===== src/rtl/tlb_pkg.sv =====
package tlb_pkg;
  localparam int VA_W   = 48;
  localparam int PFN_W  = 40;
  localparam int OFF_SM = 12;
  localparam int OFF_LG = 21;
  localparam int VPN_W  = VA_W - OFF_SM;
  localparam int LVL_W  = OFF_LG - OFF_SM;
  localparam int PA_W   = PFN_W + OFF_SM;

  typedef struct packed {
    logic             vld;
    logic             big;
    logic [VPN_W-1:0] vpn;
    logic [PFN_W-1:0] pfn;
    logic             wr;
    logic             usr;
    logic             nx;
    logic             dirty;
  } tlb_ent_t;

  // entry covers address, compared at the entry's own page size
  function automatic logic ent_covers(tlb_ent_t e, logic [VA_W-1:0] va);
    if (!e.vld) return 1'b0;
    if (e.big) return e.vpn[VPN_W-1:LVL_W] == va[VA_W-1:OFF_LG];
    return e.vpn == va[VA_W-1:OFF_SM];
  endfunction

  // entry overlaps a new page, compared at the larger of both sizes
  function automatic logic ent_overlaps(tlb_ent_t e, logic [VA_W-1:0] va, logic big);
    if (!e.vld) return 1'b0;
    if (e.big || big) return e.vpn[VPN_W-1:LVL_W] == va[VA_W-1:OFF_LG];
    return e.vpn == va[VA_W-1:OFF_SM];
  endfunction

  function automatic logic [PA_W-1:0] ent_xlate(tlb_ent_t e, logic [VA_W-1:0] va);
    if (e.big) return {e.pfn[PFN_W-1:LVL_W], va[OFF_LG-1:0]};
    return {e.pfn, va[OFF_SM-1:0]};
  endfunction
endpackage


===== src/rtl/tlb_tag_cmp.sv =====
module tlb_tag_cmp
  import tlb_pkg::*;
(
  input  tlb_ent_t        ent,
  input  logic [VA_W-1:0] lk_va,
  input  logic [VA_W-1:0] inv_va,
  input  logic [VA_W-1:0] fill_va,
  input  logic            fill_big,
  output logic            lk_hit,
  output logic            inv_hit,
  output logic            dup_hit
);
  assign lk_hit  = ent_covers(ent, lk_va);
  assign inv_hit = ent_covers(ent, inv_va);
  assign dup_hit = ent_overlaps(ent, fill_va, fill_big);
endmodule


===== src/rtl/tlb_victim.sv =====
module tlb_victim #(
  parameter int ENTRIES = 8,
  localparam int IDX_W = $clog2(ENTRIES)
) (
  input  logic               clk,
  input  logic               rst_n,
  input  logic [ENTRIES-1:0] valid_vec,
  input  logic [ENTRIES-1:0] dup_vec,
  input  logic               take,
  output logic [IDX_W-1:0]   idx
);
  logic [IDX_W-1:0] rr_q;
  logic [IDX_W-1:0] dup_idx, free_idx;
  logic             any_dup, any_free, use_rr;

  always_comb begin
    dup_idx  = '0;
    free_idx = '0;
    any_dup  = 1'b0;
    any_free = 1'b0;
    for (int i = ENTRIES - 1; i >= 0; i--) begin
      if (dup_vec[i]) begin
        dup_idx = IDX_W'(i);
        any_dup = 1'b1;
      end
      if (!valid_vec[i]) begin
        free_idx = IDX_W'(i);
        any_free = 1'b1;
      end
    end
  end

  assign use_rr = !any_dup && !any_free;
  assign idx    = any_dup ? dup_idx : (any_free ? free_idx : rr_q);

  always_ff @(posedge clk or negedge rst_n) begin
    if (!rst_n) rr_q <= '0;
    else if (take && use_rr)
      rr_q <= (rr_q == IDX_W'(ENTRIES - 1)) ? '0 : rr_q + 1'b1;
  end

  AST_FREE_FIRST: assert property (@(posedge clk) disable iff (!rst_n)
    take && !any_dup && !(&valid_vec) |-> !valid_vec[idx]);
  AST_PICK_OVERLAP: assert property (@(posedge clk) disable iff (!rst_n)
    take && (|dup_vec) |-> dup_vec[idx]);
endmodule


===== src/rtl/tlb_cache.sv =====
module tlb_cache
  import tlb_pkg::*;
#(
  parameter int ENTRIES = 8,
  localparam int IDX_W = $clog2(ENTRIES)
) (
  input  logic             clk,
  input  logic             rst_n,
  input  logic             lk_req,
  input  logic [47:0]      lk_vaddr,
  input  logic             lk_write,
  output logic             rsp_valid,
  output logic             rsp_hit,
  output logic [51:0]      rsp_paddr,
  output logic             rsp_writable,
  output logic             rsp_user,
  output logic             rsp_nx,
  output logic             rsp_large,
  input  logic             fill_en,
  input  logic [47:0]      fill_vaddr,
  input  logic             fill_large,
  input  logic [39:0]      fill_pfn,
  input  logic             fill_writable,
  input  logic             fill_user,
  input  logic             fill_nx,
  input  logic             fill_dirty,
  input  logic             inv_en,
  input  logic [47:0]      inv_vaddr,
  input  logic             flush_en
);
  tlb_ent_t           ent_q [ENTRIES];
  logic [ENTRIES-1:0] lk_match, inv_match, dup_match, valid_vec;
  logic [IDX_W-1:0]   vic_idx;
  tlb_ent_t           sel, new_ent;
  logic               lk_any, lk_good, fill_take;

  for (genvar g = 0; g < ENTRIES; g++) begin : g_cmp
    tlb_tag_cmp u_cmp (
      .ent     (ent_q[g]),
      .lk_va   (lk_vaddr),
      .inv_va  (inv_vaddr),
      .fill_va (fill_vaddr),
      .fill_big(fill_large),
      .lk_hit  (lk_match[g]),
      .inv_hit (inv_match[g]),
      .dup_hit (dup_match[g])
    );
    assign valid_vec[g] = ent_q[g].vld;
  end

  always_comb begin
    sel = '0;
    for (int i = 0; i < ENTRIES; i++)
      if (lk_match[i]) sel = tlb_ent_t'(sel | ent_q[i]);
  end

  assign lk_any    = |lk_match;
  assign lk_good   = lk_any && !(lk_write && !sel.dirty);
  assign fill_take = fill_en && !inv_en && !flush_en;

  always_comb begin
    new_ent       = '0;
    new_ent.vld   = 1'b1;
    new_ent.big   = fill_large;
    new_ent.vpn   = fill_vaddr[VA_W-1:OFF_SM];
    new_ent.pfn   = fill_pfn;
    new_ent.wr    = fill_writable;
    new_ent.usr   = fill_user;
    new_ent.nx    = fill_nx;
    new_ent.dirty = fill_dirty;
  end

  tlb_victim #(.ENTRIES(ENTRIES)) u_vic (
    .clk      (clk),
    .rst_n    (rst_n),
    .valid_vec(valid_vec),
    .dup_vec  (dup_match),
    .take     (fill_take),
    .idx      (vic_idx)
  );

  always_ff @(posedge clk or negedge rst_n) begin
    if (!rst_n) begin
      for (int i = 0; i < ENTRIES; i++) ent_q[i] <= '0;
    end else if (flush_en) begin
      for (int i = 0; i < ENTRIES; i++) ent_q[i].vld <= 1'b0;
    end else if (inv_en) begin
      for (int i = 0; i < ENTRIES; i++)
        if (inv_match[i]) ent_q[i].vld <= 1'b0;
    end else if (fill_take) begin
      for (int i = 0; i < ENTRIES; i++)
        if (dup_match[i]) ent_q[i].vld <= 1'b0;
      ent_q[vic_idx] <= new_ent;
    end
  end

  always_ff @(posedge clk or negedge rst_n) begin
    if (!rst_n) begin
      rsp_valid    <= 1'b0;
      rsp_hit      <= 1'b0;
      rsp_paddr    <= '0;
      rsp_writable <= 1'b0;
      rsp_user     <= 1'b0;
      rsp_nx       <= 1'b0;
      rsp_large    <= 1'b0;
    end else begin
      rsp_valid    <= lk_req;
      rsp_hit      <= lk_req && lk_good;
      rsp_paddr    <= (lk_req && lk_good) ? ent_xlate(sel, lk_vaddr) : '0;
      rsp_writable <= lk_req && lk_good && sel.wr;
      rsp_user     <= lk_req && lk_good && sel.usr;
      rsp_nx       <= lk_req && lk_good && sel.nx;
      rsp_large    <= lk_req && lk_good && sel.big;
    end
  end

  AST_ONE_MATCH: assert property (@(posedge clk) disable iff (!rst_n)
    $onehot0(lk_match));
  AST_FLUSH_EMPTY: assert property (@(posedge clk) disable iff (!rst_n)
    flush_en |=> valid_vec == '0);
  AST_INV_GONE: assert property (@(posedge clk) disable iff (!rst_n)
    inv_en |=> (valid_vec & $past(inv_match)) == '0);
  AST_FILL_DROPPED: assert property (@(posedge clk) disable iff (!rst_n)
    fill_en && (inv_en || flush_en) |=> (valid_vec & ~$past(valid_vec)) == '0);
  AST_FILL_LANDS: assert property (@(posedge clk) disable iff (!rst_n)
    fill_take |=> valid_vec[$past(vic_idx)]);
  AST_CLEAN_WRITE: assert property (@(posedge clk) disable iff (!rst_n)
    lk_req && lk_write && lk_any && !sel.dirty |=> rsp_valid && !rsp_hit);
  AST_MISS_ZERO: assert property (@(posedge clk) disable iff (!rst_n)
    !rsp_hit |-> rsp_paddr == '0 && !rsp_writable && !rsp_large);
endmodule


===== config.mk =====
export PLATFORM = sky130hd
export DESIGN_NAME = tlb_cache
export DESIGN_NICKNAME = d
export VERILOG_FILES = /design/src/rtl/tlb_pkg.sv /design/src/rtl/tlb_tag_cmp.sv /design/src/rtl/tlb_victim.sv /design/src/rtl/tlb_cache.sv
export SDC_FILE = /design/constraint.sdc
export NUM_CORES = 2
export LEC_CHECK = 0
export BUFFER_PORTS_ARGS = -buffer_cell sky130_fd_sc_hd__clkbuf_2
export CAP_MARGIN = 20
export CORE_MARGIN = 1.5
export CORE_UTILIZATION = 49
export CTS_CLUSTER_DIAMETER = 40
export DETAILED_ROUTE_END_ITERATION = 8
export PLACE_DENSITY = 0.67
export SYNTH_ARGS = -nofsm -noshare
export SYNTH_HDL_FRONTEND = slang
export SYNTH_SLANG_ARGS = --single-unit

===== constraint.sdc =====
create_clock -name clk -period 8.7 [get_ports clk]
set_input_delay 1.74 -clock clk [delete_from_list [all_inputs] [get_ports clk]]
set_output_delay 1.74 -clock clk [all_outputs]
set_load 0.005 [all_outputs]

==> impl_metrics.csv <==
group,metric,value,unit
worst_setup_path,max_stage_delay,0.95,ns
timing,max_slew_margin,16.0,%
worst_setup_path,timing.critical_path.buf_inv,3,
power,p_leak,0.0197,µW
floorplan,die_h,283,µm
drt,drtPass1Iterations,6,
cells_and_area,layout_commonest_cell,"dfrtp_1",
floorplan,start_util,49.6,%
power,switching_share,27.4,%
timing,setup_violations,0,
global_route,grt_pass1_vias,28300,
logic_synthesis,syn_avg_cell_area,11.8,µm²
clocking,hold_buffers,0,
clocking,cts_buffers,111,
worst_setup_path,path_class,"in -> reg",
worst_setup_path,crit_slowest_cell,"nor4_1",
global_route,grt-ovfl-total,0,
timing,finalMaxSlewViolations,0,
placement,hpwl,80.3,mm
drt,top_layer,"met5",
drt,drc,0,
logic_synthesis,ys_seq_elements,717,
timing,fin_skew,0.101,ns
global_route,grt_pass1_wl,196,mm
placement,port_buffers,229,
cells_and_area,syn2layout_area_growth,14.7,%
clocking,cts.clk_slew.worst_paths,0.06,ns
placement,place_congestion,0.988,
cells_and_area,num-nets-final,3553,
power,p_switching,2640,µW
logic_synthesis,synth_area,38500,µm²
cells_and_area,layout_common_cells,"dfrtp_1 (717), xnor2_1 (512), mux2_2 (368)",
logic_synthesis,ys_seq_area_share,46.6,%
worst_setup_path,critPathLaunchType,"input pin",
drt,route.met3.wl,12.4,mm
min_path,hold_path_class,"reg -> reg",
power,pwr-share-clk,48.7,%
floorplan,dieArea,80200,µm²
timing,setup_tns,0,ns
power,intPower,6990,µW
logic_synthesis,ys.flop_type,"dfrtp_1",
drt,ant_nets,0,
drt,routedWlPerCell,29.6,µm
drt,num_vias,28400,
clocking,cts_tree,"done",
cells_and_area,layout-drive-gt1-share,24.7,%
timing,timing.hold.ws,0.483,ns
clocking,cts_setup_buffers,0,
power,power_density,218,nW/µm²
drt,met1_length,55.0,mm
logic_synthesis,synth_area_leaders,"dfrtp_1 (47%), xnor2_1 (12%), mux2_2 (11%)",
global_route,track_usage,32.9,%
logic_synthesis,synth.largest_area_cell,"dfrtp_1",
clocking,cts_root_buffer,"clkbuf_16",
timing,min_period,6.30,ns
floorplan,die_x,283,µm
timing,rsz0062_at_grt,"no",
clocking,cts_sinks,717,
floorplan,num_rows,102,
timing,tightest_slew,1.25,ns
drt,vias_per_cell,6.31,
logic_synthesis,synth-edff-count,0,
clocking,clock_path_buffers,3,
worst_setup_path,path_delay_family,"simple AND/OR/NAND/NOR gates",
worst_setup_path,cp.required,9.26,ns
clocking,insertion_delay,0.73,ns
logic_synthesis,ys_types,48,
drt,drt_first_iter_violations,2975,
logic_synthesis,syn_nets,3451,
timing,hold_viol_final,0,
worst_setup_path,cp_cell_sequence,"clkbuf_2, xnor2_1, nand4_1, nor4_1, o311ai_1, and3_1, a22oi_1, o21ai_4, buf_4, nor2_4, buf_12, mux2_2",
logic_synthesis,syn_inst,3253,
power,combPwrFrac,11.4,%
global_route,grt_max_degree,167,
worst_setup_path,worst-path-max-fanout,54,
floorplan,ios,254,
floorplan,core-area,77600,µm²
logic_synthesis,synth.top_cell.area_share,46.6,%
global_route,antenna_found_initial,13,
logic_synthesis,ys_warn_count,0,
timing,clock.fmax,159,MHz
worst_setup_path,endpoint_kind,"flop",
flow_run,drv_cap,0,
worst_setup_path,cp.arrival,6.86,ns
power,peakVddDrop,0.169,mV
clocking,cts-htree-levels,3,
timing,fin_crit_sh,72.4,%
drt,drt_wl_total,133,mm
power,sequentialPowerShare,39.8,%
logic_synthesis,ys_async_sr_fraction,100,%
outcome,status,"finished clean",
clocking,ctsResizeCount,0,
drt,met2_length,58.3,mm
-- layout make-up --
type                    instances  area (µm²)
well taps                    1040        1300
inverters                       5        18.8
multi-input cells            2251       19300
clock buffers                 131        2920
repair buffers                269        1540
fillers                      6487       33400
diodes                          3        7.51
clock inverters                76        1080
flip-flops and latches        717       17900
-- worst paths after layout --
| kind | to | start | cells after the start | slack (ns) |
|---|---|---|---|---|
| max | ent_q[588] | fill_vaddr[30] | 12 | 2.40 |
| min | ent_q[331] | ent_q[331] | 1 | 0.48 |
| max reg2reg | ent_q[588] | ent_q[327] | 10 | 3.59 |
| min reg2reg | ent_q[331] | ent_q[331] | 1 | 0.48 |
| max in group asynchronous | ent_q[208] | rst_n | 3 | 5.73 |
| min in group asynchronous | ent_q[137] | rst_n | 1 | 1.05 |
-- cells in the mapped netlist (23+ instances only) --
library cell	number
dfrtp_1	717
xnor2_1	512
mux2_2	368
xor2_1	352
o2bb2ai_1	162
clkbuf_1	132
nand4_1	126
mux2_1	121
buf_2	116
nor4_1	106
nand2_1	98
a22oi_1	91
a22o_1	45
a31oi_1	45
a221oi_1	44
nand3_1	43
nor3_1	23
-- worst reg2reg max path: stages, from the launching register on --
cell      delay [ns]
dfrtp_1         0.71
nand4_1         0.22
nor4_1          0.88
o311ai_1        0.46
and3_1          0.33
a22oi_1         0.28
o21ai_4         0.12
buf_4           0.30
nor2_4          0.77
buf_12          0.44
mux2_2          0.46
-- per-layer routing --
layer / up-vias / global-route usage [%]
met5: - / 0.714
met4: 18 / 15.6
met3: 429 / 7.49
met2: 1414 / 49.6
met1: 14600 / 44.8
li1: 11900 / -
-- flip-flops by register name (all words and copies together) (netlist names) --
register and flops:
rsp_nx 1, rsp_hit 1, rsp_paddr 52, rsp_user 1
ent_q 656, rsp_writable 1, u_vic.rr_q 3, rsp_large 1
rsp_valid 1
-- power by group through the flow --
stage / Sequential (µW) / Combinational [µW] / Clock [µW]
2_1_floorplan: 3800 / 746 / 0
3_3_place_gp: 3870 / 1060 / 0
3_5_place_dp: 3870 / 1070 / 0
4_1_cts: 3830 / 1080 / 4750
5_1_grt: 3860 / 1170 / 4910
6_report: 3830 / 1100 / 4690
-- stage by stage --
| stage | instance area, µm² | setup slack, ns | total power, µW | std cells | util, % |
|---|---|---|---|---|---|
| 6_report | 44200 | 2.40 | 9620 | 4492 | 56.9 |
| 5_1_grt | 44200 | 2.30 | 9930 | 4492 | 56.9 |
| 4_1_cts | 44100 | 2.71 | 9650 | 4489 | 56.9 |
| 3_5_place_dp | 40100 | 2.00 | 4950 | 4282 | 51.7 |
| 3_3_place_gp | 40100 | 2.07 | 4940 | 4281 | 51.7 |
| 2_1_floorplan | 38500 | 4.30 | 4550 | 3253 | - |
-- logic make-up (layout without fill, tap and decap cells) --
kind of cell	after synthesis	in the layout	synth area share, %
AOI/OAI and AO/OA	431	431	9.13
xor gates and xnor gates	864	864	19.7
adders and majority gates	2	2	0.0650
buffers and inverters	285	481	3.48
DFF	717	717	46.6
muxes	498	498	14.5
other	0	3	0
and+or+nand+nor	456	456	6.49
Note: power is estimated with default switching activity, not from simulation.
